[config.mk]
export PLATFORM = sky130hd
export DESIGN_NAME = sp_commit_ctrl
export DESIGN_NICKNAME = d
export VERILOG_FILES = /design/src/rtl/spc_pkg.sv /design/src/rtl/spc_scratchpad.sv /design/src/rtl/spc_guard.sv /design/src/rtl/spc_store.sv /design/src/rtl/sp_commit_ctrl.sv
export SDC_FILE = /design/constraint.sdc
export NUM_CORES = 2
export LEC_CHECK = 0
export BUFFER_PORTS_ARGS = -buffer_cell sky130_fd_sc_hd__buf_2
export CORE_UTILIZATION = 60
export CTS_CLUSTER_DIAMETER = 40
export DETAILED_ROUTE_END_ITERATION = 10
export GPL_ROUTABILITY_DRIVEN = 0
export PLACE_DENSITY = 0.8
export SYNTH_ARGS = -nofsm -noshare
export SYNTH_HDL_FRONTEND = slang
export SYNTH_SLANG_ARGS = --single-unit
[constraint.sdc]
create_clock -name clk -period 18.27 [get_ports clk]
set_clock_uncertainty 0.05 [all_clocks]
set_input_delay 3.654 -clock clk [delete_from_list [all_inputs] [get_ports clk]]
set_output_delay 3.654 -clock clk [all_outputs]
set_load 0.05 [all_outputs]
[src/rtl/spc_pkg.sv]
package spc_pkg;

    localparam int PAGES       = 4;
    localparam int PAGE_BYTES  = 32;
    localparam int BLK_BYTES   = 8;
    localparam int MAC_W       = 160;
    localparam int AW          = 8;
    localparam int DATA_BYTES  = PAGES * PAGE_BYTES;
    localparam int REG_BASE    = DATA_BYTES;
    localparam int SECRET_BASE = REG_BASE + BLK_BYTES;
    localparam int SPACE_END   = SECRET_BASE + BLK_BYTES;
    localparam int BLK_W       = BLK_BYTES * 8;
    localparam int IDX_W       = $clog2(BLK_BYTES);
    localparam int PG_W        = $clog2(PAGES);
    localparam int PB_W        = $clog2(PAGE_BYTES);
    localparam int DB_W        = $clog2(DATA_BYTES);
    localparam int OTP_PAGE    = 1;

    localparam logic [7:0] CODE_PROT_FIRST = 8'hA5;
    localparam logic [7:0] CODE_PROT_LAST  = 8'h5A;
    localparam logic [7:0] CODE_PROT_ALL   = 8'hC3;
    localparam logic [7:0] CODE_OTP        = 8'h96;

    typedef enum logic [2:0] {
        OP_LOAD  = 3'd0,
        OP_PUSH  = 3'd1,
        OP_PEEK  = 3'd2,
        OP_COPY  = 3'd3,
        OP_RDMEM = 3'd4
    } op_e;

    typedef enum logic [1:0] {
        TGT_DATA,
        TGT_REG,
        TGT_SECRET,
        TGT_BAD
    } tgt_e;

    typedef struct packed {
        logic [PAGES-1:0] prot;
        logic             otp;
    } cfg_t;

    // bit order gives the status byte layout: bad, prot, auth, ok
    typedef struct packed {
        logic bad_target;
        logic prot_err;
        logic auth_err;
        logic ok;
    } verdict_t;

    function automatic tgt_e classify(input logic [AW-1:0] a);
        if (int'(a) < DATA_BYTES)       return TGT_DATA;
        else if (int'(a) < SECRET_BASE) return TGT_REG;
        else if (int'(a) < SPACE_END)   return TGT_SECRET;
        else                            return TGT_BAD;
    endfunction

    function automatic cfg_t decode_cfg(input logic [7:0] prot_b, input logic [7:0] otp_b);
        cfg_t c;
        c.prot = '0;
        if (prot_b == CODE_PROT_FIRST)      c.prot[0]       = 1'b1;
        else if (prot_b == CODE_PROT_LAST)  c.prot[PAGES-1] = 1'b1;
        else if (prot_b == CODE_PROT_ALL)   c.prot          = '1;
        c.otp = (otp_b == CODE_OTP);
        return c;
    endfunction

endpackage

[src/rtl/spc_scratchpad.sv]
module spc_scratchpad
    import spc_pkg::*;
(
    input  logic              clk,
    input  logic              rst,
    input  logic              accept_i,
    input  logic              busy_i,
    input  op_e               op_i,
    input  logic [AW-1:0]     addr_i,
    input  logic [7:0]        data_i,
    output logic [AW-1:0]     target_o,
    output logic [BLK_W-1:0]  buf_o,
    output logic [7:0]        peek_o
);

    logic [7:0]       bytes_q [BLK_BYTES];
    logic [IDX_W-1:0] idx_q;
    logic [AW-1:0]    target_q;

    always_ff @(posedge clk) begin
        if (rst) begin
            target_q <= '0;
            idx_q    <= '0;
            for (int i = 0; i < BLK_BYTES; i++) bytes_q[i] <= '0;
        end else if (accept_i) begin
            case (op_i)
                OP_LOAD: begin
                    target_q <= {addr_i[AW-1:IDX_W], {IDX_W{1'b0}}};
                    idx_q    <= '0;
                end
                OP_PUSH: begin
                    bytes_q[idx_q] <= data_i;
                    idx_q          <= idx_q + 1'b1;
                end
                default: ;
            endcase
        end
    end

    for (genvar g = 0; g < BLK_BYTES; g++) begin : g_pack
        assign buf_o[g*8 +: 8] = bytes_q[g];
    end

    assign target_o = target_q;
    assign peek_o   = bytes_q[addr_i[IDX_W-1:0]];

    p_target_aligned_r2: assert property (@(posedge clk) disable iff (rst)
        target_q[IDX_W-1:0] == '0);

    p_hold_while_busy_r10: assert property (@(posedge clk) disable iff (rst)
        busy_i |=> ($stable(target_q) && $stable(idx_q) && $stable(buf_o)));

endmodule

[src/rtl/spc_guard.sv]
module spc_guard
    import spc_pkg::*;
(
    input  logic [AW-1:0]    target_i,
    input  logic [BLK_W-1:0] sp_i,
    input  logic [BLK_W-1:0] old_i,
    input  logic [MAC_W-1:0] auth_i,
    input  logic [MAC_W-1:0] ref_i,
    input  cfg_t             cfg_i,
    output verdict_t         verdict_o,
    output logic             otp_hit_o,
    output logic [BLK_W-1:0] wdata_o
);

    tgt_e            tgt;
    logic [PG_W-1:0] page;
    logic            match;

    assign tgt   = classify(target_i);
    assign page  = target_i[DB_W-1:PB_W];
    assign match = (auth_i == ref_i);

    // priority: invalid target, then protection, then code comparison
    always_comb begin
        verdict_o = '0;
        if (tgt == TGT_BAD)
            verdict_o.bad_target = 1'b1;
        else if (tgt == TGT_DATA && cfg_i.prot[page])
            verdict_o.prot_err = 1'b1;
        else if (tgt != TGT_SECRET && !match)
            verdict_o.auth_err = 1'b1;
        else
            verdict_o.ok = 1'b1;
    end

    assign otp_hit_o = (tgt == TGT_DATA) && cfg_i.otp && (page == PG_W'(OTP_PAGE));
    assign wdata_o   = otp_hit_o ? (old_i & sp_i) : sp_i;

endmodule

[src/rtl/spc_store.sv]
module spc_store
    import spc_pkg::*;
(
    input  logic             clk,
    input  logic             we_i,
    input  logic [AW-1:0]    blk_addr_i,
    input  logic [BLK_W-1:0] wdata_i,
    output logic [BLK_W-1:0] blk_o,
    input  logic [AW-1:0]    rd_addr_i,
    output logic [7:0]       rd_byte_o,
    output logic [7:0]       prot_byte_o,
    output logic [7:0]       otp_byte_o,
    output logic [BLK_W-1:0] secret_o
);

    logic [7:0]       data_q [DATA_BYTES];
    logic [7:0]       reg_q  [BLK_BYTES];
    logic [BLK_W-1:0] secret_q;
    tgt_e             wtgt;
    tgt_e             rtgt;

    assign wtgt = classify(blk_addr_i);
    assign rtgt = classify(rd_addr_i);

    // non-volatile contents: no reset
    always_ff @(posedge clk) begin
        if (we_i) begin
            case (wtgt)
                TGT_DATA:
                    for (int b = 0; b < BLK_BYTES; b++)
                        data_q[{blk_addr_i[DB_W-1:IDX_W], IDX_W'(b)}] <= wdata_i[b*8 +: 8];
                TGT_REG:
                    for (int b = 0; b < BLK_BYTES; b++)
                        reg_q[b] <= wdata_i[b*8 +: 8];
                TGT_SECRET:
                    secret_q <= wdata_i;
                default: ;
            endcase
        end
    end

    always_comb begin
        blk_o = '0;
        for (int b = 0; b < BLK_BYTES; b++) begin
            case (wtgt)
                TGT_DATA: blk_o[b*8 +: 8] = data_q[{blk_addr_i[DB_W-1:IDX_W], IDX_W'(b)}];
                TGT_REG:  blk_o[b*8 +: 8] = reg_q[b];
                default:  ;
            endcase
        end
    end

    always_comb begin
        case (rtgt)
            TGT_DATA: rd_byte_o = data_q[rd_addr_i[DB_W-1:0]];
            TGT_REG:  rd_byte_o = reg_q[rd_addr_i[IDX_W-1:0]];
            default:  rd_byte_o = 8'h00;
        endcase
    end

    assign prot_byte_o = reg_q[0];
    assign otp_byte_o  = reg_q[1];
    assign secret_o    = secret_q;

endmodule

[src/rtl/sp_commit_ctrl.sv]
module sp_commit_ctrl
    import spc_pkg::*;
#(
    parameter int COMMIT_CYCLES = 8
) (
    input  logic               clk,
    input  logic               rst,
    input  logic               cmd_valid,
    input  logic [2:0]         cmd_op,
    input  logic [AW-1:0]      cmd_addr,
    input  logic [7:0]         cmd_data,
    input  logic [MAC_W-1:0]   auth_code,
    input  logic [MAC_W-1:0]   hash_ref,
    output logic               busy,
    output logic               rd_valid,
    output logic [7:0]         rd_data,
    output logic [AW-1:0]      sp_target,
    output logic [7:0]         sp_status,
    output logic [BLK_W-1:0]   secret_out
);

    localparam int CW = $clog2(COMMIT_CYCLES + 1);

    logic [CW-1:0]    cnt_q;
    logic [7:0]       status_q;
    logic             rd_valid_q;
    logic [7:0]       rd_data_q;
    cfg_t             cfg_q;

    op_e              op;
    logic             accept;
    logic             is_copy;
    logic             wr_en;
    logic [AW-1:0]    target;
    logic [BLK_W-1:0] sp_buf;
    logic [7:0]       peek_byte;
    logic [BLK_W-1:0] blk_old;
    logic [BLK_W-1:0] wdata;
    logic [7:0]       rd_byte;
    logic [7:0]       prot_byte;
    logic [7:0]       otp_byte;
    logic             otp_hit;
    verdict_t         verdict;

    assign op      = op_e'(cmd_op);
    assign busy    = (cnt_q != '0);
    assign accept  = cmd_valid && !busy;
    assign is_copy = accept && (op == OP_COPY);
    assign wr_en   = is_copy && verdict.ok;

    spc_scratchpad u_sp (
        .clk      (clk),
        .rst      (rst),
        .accept_i (accept),
        .busy_i   (busy),
        .op_i     (op),
        .addr_i   (cmd_addr),
        .data_i   (cmd_data),
        .target_o (target),
        .buf_o    (sp_buf),
        .peek_o   (peek_byte)
    );

    spc_guard u_guard (
        .target_i  (target),
        .sp_i      (sp_buf),
        .old_i     (blk_old),
        .auth_i    (auth_code),
        .ref_i     (hash_ref),
        .cfg_i     (cfg_q),
        .verdict_o (verdict),
        .otp_hit_o (otp_hit),
        .wdata_o   (wdata)
    );

    spc_store u_store (
        .clk         (clk),
        .we_i        (wr_en),
        .blk_addr_i  (target),
        .wdata_i     (wdata),
        .blk_o       (blk_old),
        .rd_addr_i   (cmd_addr),
        .rd_byte_o   (rd_byte),
        .prot_byte_o (prot_byte),
        .otp_byte_o  (otp_byte),
        .secret_o    (secret_out)
    );

    always_ff @(posedge clk) begin
        if (rst) begin
            cnt_q      <= '0;
            status_q   <= '0;
            rd_valid_q <= 1'b0;
            rd_data_q  <= '0;
            cfg_q      <= decode_cfg(prot_byte, otp_byte);
        end else begin
            rd_valid_q <= 1'b0;
            if (busy) cnt_q <= cnt_q - 1'b1;
            if (accept) begin
                case (op)
                    OP_LOAD:  status_q <= '0;
                    OP_PEEK: begin
                        rd_valid_q <= 1'b1;
                        rd_data_q  <= peek_byte;
                    end
                    OP_RDMEM: begin
                        rd_valid_q <= 1'b1;
                        rd_data_q  <= rd_byte;
                    end
                    OP_COPY: begin
                        cnt_q    <= CW'(COMMIT_CYCLES);
                        status_q <= {4'b0000, verdict};
                    end
                    default: ;
                endcase
            end
        end
    end

    assign rd_valid  = rd_valid_q;
    assign rd_data   = rd_data_q;
    assign sp_target = target;
    assign sp_status = status_q;

    p_read_resp_r1: assert property (@(posedge clk) disable iff (rst)
        (accept && op == OP_RDMEM) |=> rd_valid);

    p_status_onehot_r4: assert property (@(posedge clk) disable iff (rst)
        $onehot0(sp_status));

    p_code_needed_r5: assert property (@(posedge clk) disable iff (rst)
        (wr_en && classify(target) != TGT_SECRET) |-> (auth_code == hash_ref));

    p_protect_r7: assert property (@(posedge clk) disable iff (rst)
        (wr_en && classify(target) == TGT_DATA) |-> !cfg_q.prot[target[DB_W-1:PB_W]]);

    p_otp_clear_r8: assert property (@(posedge clk) disable iff (rst)
        (wr_en && otp_hit) |=> ((blk_old & ~$past(blk_old)) == '0));

    p_cfg_frozen_r9: assert property (@(posedge clk) disable iff (rst)
        !rst |=> $stable(cfg_q));

    p_copy_busy_r10: assert property (@(posedge clk) disable iff (rst)
        is_copy |=> busy);

    p_busy_silent_r10: assert property (@(posedge clk) disable iff (rst)
        busy |=> !rd_valid);

    p_bad_no_write_r11: assert property (@(posedge clk) disable iff (rst)
        (is_copy && classify(target) == TGT_BAD) |-> !wr_en);

endmodule

==> flow_metrics.py <==
metrics = {
    "synthesis": {
        "avgSynthCellArea_sq_um": 19.22,
        "synth_area_leaders": "edfxtp_1, mux4_2, mux2i_1, xor2_1, xnor2_1",
        "syn_inst": 3016,
        "synth_top_cell_by_area": "edfxtp_1",
        "synth-seq-cells": 1249,
        "yosysTopAreaCellShare_pct": 63.19,
        "ys_warn_count": 0,
        "syn_area_sq_um": 57980,
        "synth_flop_cell": "edfxtp_1",
        "ys_seq_area_share_pct": 64.19,
        "async_reset_ff_share_pct": 0,
        "ys_types": 64,
        "synth-edff-count": 1220,
    },
    "setup_path": {
        "crit_path_end_kind": "flip-flop",
        "path_cells": "buf_2 > xnor2_1 > nand4_1 > nor4_1 > nand2_1 > nor4_1 > buf_4 > a21boi_2 > buf_4 > nor4_2 > buf_4 > buf_4",
        "worstPathArrival_ns": 7.83,
        "cp_common_cell": "buf_4",
        "start_kind": "input port",
        "slowest_stage": "xnor2_1",
        "max_stage_delay_ns": 0.87,
        "crit_type": "in2reg",
        "required_ns": 18.60,
        "critPathMaxFanout": 40,
    },
    "global_route": {
        "grt_pass1_wl_mm": 287.3,
        "antenna_found_initial": 61,
        "grt.total_usage_pct": 42.89,
        "grt_max_degree": 110,
        "gr-total-overflow": 0,
        "grt_pass1_vias": 36991,
    },
    "timing": {
        "final_max_slew_viol_count": 0,
        "hold_viol": 0,
        "maxSlewHeadroom_pct": 5.671,
        "tightest_slew_ns": 1.409,
        "fin_crit_ns": 7.494,
        "rsz0062_at_grt": "false",
        "fmax_mhz": 133.4,
        "setup_viol": 0,
        "finalSetupTns_ns": 0,
        "fin_hold_ws_ns": 0.4711,
        "fin_crit_sh_pct": 41.02,
    },
    "run": {
        "cap_violations": 0,
    },
    "floorplan": {
        "row_count": 113,
        "die_h_microns": 312.9,
        "core_sq_um": 95290,
        "initial_core_util_pct": 60.84,
        "ios": 432,
        "die_area_sq_um": 97880,
        "die_w_microns": 312.9,
    },
    "routing": {
        "vias_per_cell": 7.770,
        "remaining_drc_errors": 0,
        "dr.pass1.iters": 6,
        "drt_wl_total_mm": 206.3,
        "drt-initial-drc-count": 7191,
        "final_antenna_net_count": 0,
        "post_drt_wl_per_cell_microns": 42.16,
        "vias": 38021,
    },
    "clock_tree": {
        "clk_path_buf_depth": 3,
        "cts_root_buffer": "clkbuf_16",
        "post_cts_buffers": 0,
        "clk_latency_ns": 0.78,
        "cts_tree": "yes",
        "ctsResizeCount": 0,
        "numCtsBuffers": 152,
        "path_clk_slew_ns": 0.06,
        "cts.htree.levels": 4,
        "cts_hold_buffers": 0,
        "cts_sinks": 1249,
    },
    "pwr": {
        "ir_drop_mv": 0.09924,
        "p_leak_nw": 21.81,
        "power_density_nw_per_um2": 102.1,
    },
    "final_layout": {
        "drive_gt1_share_pct": 37.82,
        "layout_commonest_cell": "edfxtp_1",
        "area_growth_pct": 15.16,
        "fin_nets": 3808,
        "most-common-layout-cells": "edfxtp_1, mux4_2, buf_2",
        "stdcell_area_sq_um": 66770,
    },
    "placement": {
        "dpl.hpwl_mm": 131.6,
        "port_buffers": 424,
        "place_area_sq_um": 61390,
    },
    "hold_path": {
        "hp-class": "reg2reg",
    },
    "status": {
        "status": "finished clean",
    },
}
-- critical path, delay by kind of cell --
kind                      cells  cell delay, ns
AOI/OAI and AO/OA             1            0.05
buffers and inverters         5            1.64
and+or+nand+nor               5            1.43
xor gates and xnor gates      1            0.87
-- cells in the mapped netlist (8+ instances only) --
library cell and n:
edfxtp_1 1220, mux4_2 562, mux2i_1 146, nand2_1 87, clkbuf_1 80, xor2_1 76, xnor2_1 75, and2_1 68
o21a_1 65, nor4_1 49, buf_2 46, nor2_1 43, a21oi_1 40, a22oi_1 39, buf_1 36, buf_4 35
nand4_1 34, dfxtp_1 29, o22ai_1 27, a31oi_1 26, o21ai_0 26, inv_1 24, nand3_1 17, o221ai_1 17
a22o_1 14, nor3_1 12, nand2b_1 11, a211oi_1 10, buf_6 8, nand3b_1 8
-- metal layers --
layer  share of wire, %  vias up  global-route usage [%]
li1                   -    13788                       -
met1                 30    18984                   51.50
met2                 45     4192                   63.37
met3                 16     1019                   18.18
met4                8.7       38                   29.30
met5               0.15        -                       0
-- cell type report --
class	count	area, sq um
clock buffers	180	4099
repair buffers	493	2698
fillers	5676	28530
clock inverters	101	1165
multi-input cells	1543	19800
well taps	1265	1583
flip-flops and latches	1249	37230
inverters	25	95.09
diodes	37	92.59
-- cell families after synthesis --
family                     after synthesis  synth area share [%]
and+or+nand+nor                        368                 3.490
other                                    1              0.006468
xor gates and xnor gates               151                 2.281
DFF                                   1249                 64.19
AOI/OAI and AO/OA                      303                 3.645
buffers and inverters                  230                 1.918
muxes                                  712                 24.43
adders and majority gates                2               0.04315
-- registers in the layout, indices dropped and copies added, names as in the netlist, named ones only --
register and count:
rd_valid 1, u_sp.idx_q 3, u_store.reg_q 64, u_sp.target_o 5, u_store.data_q 1024, u_store.secret_o 64, cnt_q 4, rd_data 8
u_sp.bytes_q 64, cfg_q 4, sp_status 4
-- worst paths after layout --
| path | from | endpoint | slack (ns) | cells past startpoint |
|---|---|---|---|---|
| min reg2reg | cnt_q[2] | cnt_q[2] | 0.47 | 2 |
| max | hash_ref[83] | u_store.data_q[95][7] | 10.78 | 12 |
| min | cnt_q[2] | cnt_q[2] | 0.47 | 2 |
| max reg2reg | flip-flop | u_store.data_q[82][4] | 13.07 | 5 |
-- through the flow --
step | worst slack (ns) | total power [mW] | utilization [%] | std cells
5_1_grt | 10.82 | 6.933 | 70.01 | 4872
3_5_place_dp | 10.34 | 3.707 | 64.42 | 4574
3_3_place_gp | 10.48 | 3.696 | 64.42 | 4574
4_1_cts | 11.09 | 6.789 | 69.95 | 4855
6_report | 10.78 | 6.814 | 70.06 | 4893
2_1_floorplan | 6.202 | 3.517 | - | 3022
-- where the power goes --
part	internal, mW	switching (mW)	leakage [nW]
clock network	1.87	1.27	2.55
registers	3.14	0.0216	11.4
logic	0.194	0.316	7.87
No activity file was read; power rests on OpenSTA's default activity.
